<file path="src/rtl/blocklock_pkg.sv">
package blocklock_pkg;

  localparam logic [2:0] SEL_MEM  = 3'd0;
  localparam logic [2:0] SEL_WIP0 = 3'd1;
  localparam logic [2:0] SEL_WIP1 = 3'd2;
  localparam logic [2:0] SEL_WIP2 = 3'd3;
  localparam logic [2:0] SEL_CTRL = 3'd4;

  localparam int NWIPER = 3;

  // top tap index reached by a wiper with the given number of positions
  function automatic int top_tap(int taps);
    return taps - 1;
  endfunction

  // requested value limited to the last valid tap
  function automatic int clamp_tap(int value, int taps);
    return (value > top_tap(taps)) ? top_tap(taps) : value;
  endfunction

  // lock code -> is this byte address inside the protected region
  function automatic logic region_locked(logic [1:0] code, int addr, int bytes);
    case (code)
      2'd0:    return 1'b0;
      2'd1:    return addr >= (bytes - bytes / 4);
      2'd2:    return addr >= (bytes / 2);
      default: return 1'b1;
    endcase
  endfunction

  function automatic int max3(int a, int b, int c);
    int m;
    m = (a > b) ? a : b;
    return (m > c) ? m : c;
  endfunction

endpackage

</file>
<file path="src/rtl/blocklock_region.sv">
module blocklock_region
  import blocklock_pkg::*;
#(
  parameter int MEM_BYTES = 256,
  localparam int AW = $clog2(MEM_BYTES)
) (
  input  logic [1:0]    lock_code,
  input  logic [AW-1:0] addr,
  output logic          hit
);

  always_comb hit = region_locked(lock_code, int'(addr), MEM_BYTES);

endmodule

</file>
<file path="src/rtl/blocklock_wipers.sv">
module blocklock_wipers
  import blocklock_pkg::*;
#(
  parameter int TAPS0 = 256,
  parameter int TAPS1 = 100,
  parameter int TAPS2 = 64,
  parameter int DW    = 8,
  localparam int WMAX = $clog2(max3(TAPS0, TAPS1, TAPS2))
) (
  input  logic                       clk,
  input  logic                       rst_n,
  input  logic [NWIPER-1:0]          we,
  input  logic [DW-1:0]              wdata,
  output logic [NWIPER-1:0][WMAX-1:0] pos
);

  for (genvar i = 0; i < NWIPER; i++) begin : g_wiper
    localparam int TAPS = (i == 0) ? TAPS0 : (i == 1) ? TAPS1 : TAPS2;
    logic [WMAX-1:0] pos_q;

    always_ff @(posedge clk or negedge rst_n) begin
      if (!rst_n)     pos_q <= '0;
      else if (we[i]) pos_q <= WMAX'(clamp_tap(int'(wdata), TAPS));
    end

    assign pos[i] = pos_q;
  end

endmodule

</file>
<file path="src/rtl/blocklock_ctrl.sv">
module blocklock_ctrl (
  input  logic       clk,
  input  logic       rst_n,
  input  logic       we,
  input  logic [3:0] wdata,
  input  logic       mon2,
  input  logic       mon3,
  output logic [1:0] lock_code,
  output logic [1:0] delay_sel,
  output logic [7:0] status
);

  always_ff @(posedge clk or negedge rst_n) begin
    if (!rst_n) begin
      lock_code <= 2'd0;
      delay_sel <= 2'd0;
    end else if (we) begin
      lock_code <= wdata[1:0];
      delay_sel <= wdata[3:2];
    end
  end

  assign status = {2'b00, mon3, mon2, delay_sel, lock_code};

endmodule

</file>
<file path="src/rtl/blocklock_guard.sv">
module blocklock_guard
  import blocklock_pkg::*;
#(
  parameter int MEM_BYTES = 256,
  parameter int TAPS0     = 256,
  parameter int TAPS1     = 100,
  parameter int TAPS2     = 64,
  localparam int AW   = $clog2(MEM_BYTES),
  localparam int DW   = 8,
  localparam int W0   = $clog2(TAPS0),
  localparam int W1   = $clog2(TAPS1),
  localparam int W2   = $clog2(TAPS2),
  localparam int WMAX = $clog2(max3(TAPS0, TAPS1, TAPS2))
) (
  input  logic              clk,
  input  logic              rst_n,
  input  logic              acc_wr,
  input  logic [2:0]        acc_sel,
  input  logic [AW-1:0]     acc_addr,
  input  logic [DW-1:0]     acc_wdata,
  input  logic              wprot,
  input  logic              mon2,
  input  logic              mon3,
  output logic              mem_we,
  output logic [AW-1:0]     mem_waddr,
  output logic [DW-1:0]     mem_wdata,
  output logic [NWIPER-1:0] wiper_we,
  output logic              ctrl_we,
  output logic              reject,
  output logic [W0-1:0]     wiper0,
  output logic [W1-1:0]     wiper1,
  output logic [W2-1:0]     wiper2,
  output logic [1:0]        lock_code,
  output logic [1:0]        delay_sel,
  output logic [7:0]        status
);

  // named decision events (also observed by the checker)
  logic              mem_hit;
  logic              grant_mem;
  logic [NWIPER-1:0] grant_wip;
  logic              grant_ctrl;
  logic              deny;
  logic [NWIPER-1:0][WMAX-1:0] wip_pos;

  blocklock_region #(.MEM_BYTES(MEM_BYTES)) u_region (
    .lock_code (lock_code),
    .addr      (acc_addr),
    .hit       (mem_hit)
  );

  always_comb begin
    grant_mem  = 1'b0;
    grant_wip  = '0;
    grant_ctrl = 1'b0;
    deny       = 1'b0;
    if (acc_wr) begin
      case (acc_sel)
        SEL_MEM: begin
          if (wprot || mem_hit) deny = 1'b1;
          else                  grant_mem = 1'b1;
        end
        SEL_WIP0, SEL_WIP1, SEL_WIP2: begin
          if (wprot || (lock_code != 2'd0)) deny = 1'b1;
          else grant_wip = NWIPER'(1) << (acc_sel - SEL_WIP0);
        end
        SEL_CTRL: begin
          if (wprot) deny = 1'b1;
          else       grant_ctrl = 1'b1;
        end
        default: deny = 1'b1;
      endcase
    end
  end

  blocklock_wipers #(
    .TAPS0 (TAPS0),
    .TAPS1 (TAPS1),
    .TAPS2 (TAPS2),
    .DW    (DW)
  ) u_wipers (
    .clk   (clk),
    .rst_n (rst_n),
    .we    (grant_wip),
    .wdata (acc_wdata),
    .pos   (wip_pos)
  );

  blocklock_ctrl u_ctrl (
    .clk       (clk),
    .rst_n     (rst_n),
    .we        (grant_ctrl),
    .wdata     (acc_wdata[3:0]),
    .mon2      (mon2),
    .mon3      (mon3),
    .lock_code (lock_code),
    .delay_sel (delay_sel),
    .status    (status)
  );

  always_ff @(posedge clk or negedge rst_n) begin
    if (!rst_n) begin
      mem_we    <= 1'b0;
      mem_waddr <= '0;
      mem_wdata <= '0;
      wiper_we  <= '0;
      ctrl_we   <= 1'b0;
      reject    <= 1'b0;
    end else begin
      mem_we   <= grant_mem;
      wiper_we <= grant_wip;
      ctrl_we  <= grant_ctrl;
      reject   <= deny;
      if (grant_mem) begin
        mem_waddr <= acc_addr;
        mem_wdata <= acc_wdata;
      end
    end
  end

  assign wiper0 = wip_pos[0][W0-1:0];
  assign wiper1 = wip_pos[1][W1-1:0];
  assign wiper2 = wip_pos[2][W2-1:0];

endmodule

</file>
<file path="config.mk">
export PLATFORM = sky130hd
export DESIGN_NAME = blocklock_guard
export DESIGN_NICKNAME = d
export VERILOG_FILES = /design/src/rtl/blocklock_pkg.sv /design/src/rtl/blocklock_region.sv /design/src/rtl/blocklock_wipers.sv /design/src/rtl/blocklock_ctrl.sv /design/src/rtl/blocklock_guard.sv
export SDC_FILE = /design/constraint.sdc
export NUM_CORES = 1
export LEC_CHECK = 0
export BUFFER_PORTS_ARGS = -buffer_cell sky130_fd_sc_hd__clkbuf_2
export CORE_MARGIN = 2
export CORE_UTILIZATION = 51
export CTS_CLUSTER_DIAMETER = 150
export CTS_CLUSTER_SIZE = 16
export DETAILED_ROUTE_END_ITERATION = 12
export HOLD_SLACK_MARGIN = 0.1
export PLACE_DENSITY = 0.9
export SLEW_MARGIN = 15
export SYNTH_ARGS = -nofsm -noshare
export SYNTH_HDL_FRONTEND = slang
export SYNTH_SLANG_ARGS = --single-unit
</file>
<file path="constraint.sdc">
create_clock -name clk -period 5.3 [get_ports clk]
set_input_delay 0.795 -clock clk [delete_from_list [all_inputs] [get_ports clk]]
set_output_delay 0.795 -clock clk [all_outputs]
set_load 0.1 [all_outputs]
</file>
==> metrics.txt <==
skew final=3.42 ps; met2 global-route usage=35.6%; hold-fix buffers at CTS=0; Setup Fix Bufs, Post-CTS=0; fraction of layout cells with a size suffix above 1=50.2%; DRT iter0 DRCs=76; final hold vios=0; worst skew pair latency=290 ps; Resized cells post-CTS=0; worst slack, placed=2680 ps; largest area contributor in the netlist=dfrtp_1; status=finished, final reports clean; Crit Path Class=in2reg; clk slew on worst S/H paths=80 ps; final wirelength=4.11 mm; worst hold-check path type=reg2reg; H-tree depth=2; largest net degree at the start of global routing=48; synthesis-to-layout area growth=23.9%; Remaining Overflow, GRT=0; dpl hpwl=2.96 mm; Sink Count=47; die width=65.4 um; Synth cell types=29; max_slew headroom=41.6%; slack of the critical path=3000 ps; Avg Inst Size Synth=13.6 sq um; Synth Cell Area=1920 sq um; M3 GR Usage=6.16%; vias in the first global route=1364; vias per cell=5.30; Critical Path Start Type=input port; number of synthesized flops with an enable pin=0; Max clock buf depth=2; ranking of synthesized cells by area=dfrtp_1 61%, mux2_2 13%, mux2_1 5.3%, buf_4 3.1%, a21oi_1 1.8%; register area share after synthesis=61.1%; Num CTS Buffers=5; drt pass-1 iters=4; final hold slack=485 ps; diode count=0; Max Slew Vio Count=0; count leader, synth=dfrtp_1; Arr. time, crit path=2480 ps; FF+latch count, synth=47; Main synth FF type=dfrtp_1; Row Count=22; gr busiest metal=met2; RSZ-0062 raised after global routing=false; Worst Path Required=5480 ps; top post-synthesis cells by count=47 x dfrtp_1, 23 x mux2_2, 9 x mux2_1, 8 x buf_4, 7 x a21oi_1; clock root cell=clkbuf_8; global-route wire length before repair=6.67 mm; share of flip-flops with an asynchronous set or reset=100%; Layout Utilization=65.6%; GRT Util Overall=21.2%; final setup fails=0; Fmax=434 MHz; crit-path max FO=17; top-area cell type share of the netlist area=61.1%; Initial Utilization=53.0%; Core Region=3630 sq um; # nets final=237; setup TNS=0 ps; # port buffers=73; max cap viols=0; synthesized instance count=141; routability cong.=0.779; Final period util=43.4%; Total Die Area=4280 sq um; CTS tree=yes; met1 usage=25.8%; DR WL/cell=15.8 um; Tmin final=2300 ps; Vias=1382; I/O pin count=80; Post-DRT Antenna Nets=0; Post-route DRC=0; Ys Warns=0; Chip Height=65.4 um; Critical Path End Type=flip-flop; Least-Margin Pin Slew=873 ps; initial antenna violation count=0
## area by class of cell
type | count | area, sq um
multi-input cells | 78 | 648
flip-flops and latches | 47 | 1180
fillers | 278 | 1250
inverters | 5 | 18.8
repair buffers | 75 | 380
clock buffers | 8 | 100
well taps | 48 | 60.1
## stage by stage
step / instance area [sq um] / instances
3_5_place_dp: 2280 / 253
5_1_grt: 2380 / 261
2_1_floorplan: 1930 / 142
3_3_place_gp: 2280 / 253
6_report: 2380 / 261
4_1_cts: 2380 / 261
## flip-flops by register name (all words and copies together), names as in the netlist
name                    count
mem_wdata                   8
wiper_we                    3
mem_waddr                   8
mem_we                      1
ctrl_we                     1
reject                      1
u_wipers.g_wiper.pos_q     21
u_ctrl.lock_code            2
u_ctrl.delay_sel            2
## path summary, 6_finish.rpt
kind,cells after the start,from,end,slack (ps)
min in group asynchronous,2,rst_n,u_wipers.g_wiper[2].pos_q[3]$_DFFE_PN0P_,570
max in group asynchronous,2,rst_n,mem_waddr[1]$_DFFE_PN0P_,4340
worst max-delay path,4,acc_sel[1],mem_wdata[3]$_DFFE_PN0P_,3000
worst min-delay path,1,mem_waddr[0]$_DFFE_PN0P_,mem_waddr[0]$_DFFE_PN0P_,490
worst max register to register,3,u_ctrl.lock_code[1]$_DFFE_PN0P_,mem_wdata[3]$_DFFE_PN0P_,3220
worst min register to register,1,mem_waddr[0]$_DFFE_PN0P_,mem_waddr[0]$_DFFE_PN0P_,490
## cells in the final DEF, fill, tap and decap left out, drive strengths merged
master,Yosys,layout
buf,11,2
and3b,1,1
and4b,1,1
or3,5,5
a31oi,3,3
nand2b,1,1
nor4,1,1
a21o,1,1
nand2,3,3
o21ai,5,5
o22ai,1,1
dfrtp,47,47
mux2,32,32
nand4,1,1
a21oi,7,7
nor2,3,3
a211oi,1,1
a22o,3,3
or3b,1,1
conb,1,2
a211o,1,1
nand3,1,1
inv,5,5
or2,1,1
clkbuf,1,81
and3,3,3
## cell families (layout without fill, tap and decap cells)
kind of cell,count (synthesis),count (layout),share of synthesized area (%)
multiplexers,32,32,18.7
flip-flops,47,47,61.1
buffers and inverters,17,88,5.40
AO/OA/AOI/OAI,22,22,7.67
AND/OR/NAND/NOR,22,22,6.89
other,1,2,0.195
## layer usage
| layer | vias to the layer above | share of wire, % |
|---|---|---|
| met5 | - | 0 |
| met4 | 0 | 2.4 |
| met3 | 8 | 5.5 |
| met2 | 52 | 53 |
| met1 | 692 | 39 |
| li1 | 630 | - |
## worst max-delay path: stages
cell and delay (ps):
clkbuf_2 120, or3b_4 430, a211oi_4 700, mux2_2 420
Power is not shown: default switching activity piles up to over one toggle a cycle in this logic, so the estimate is an artifact.
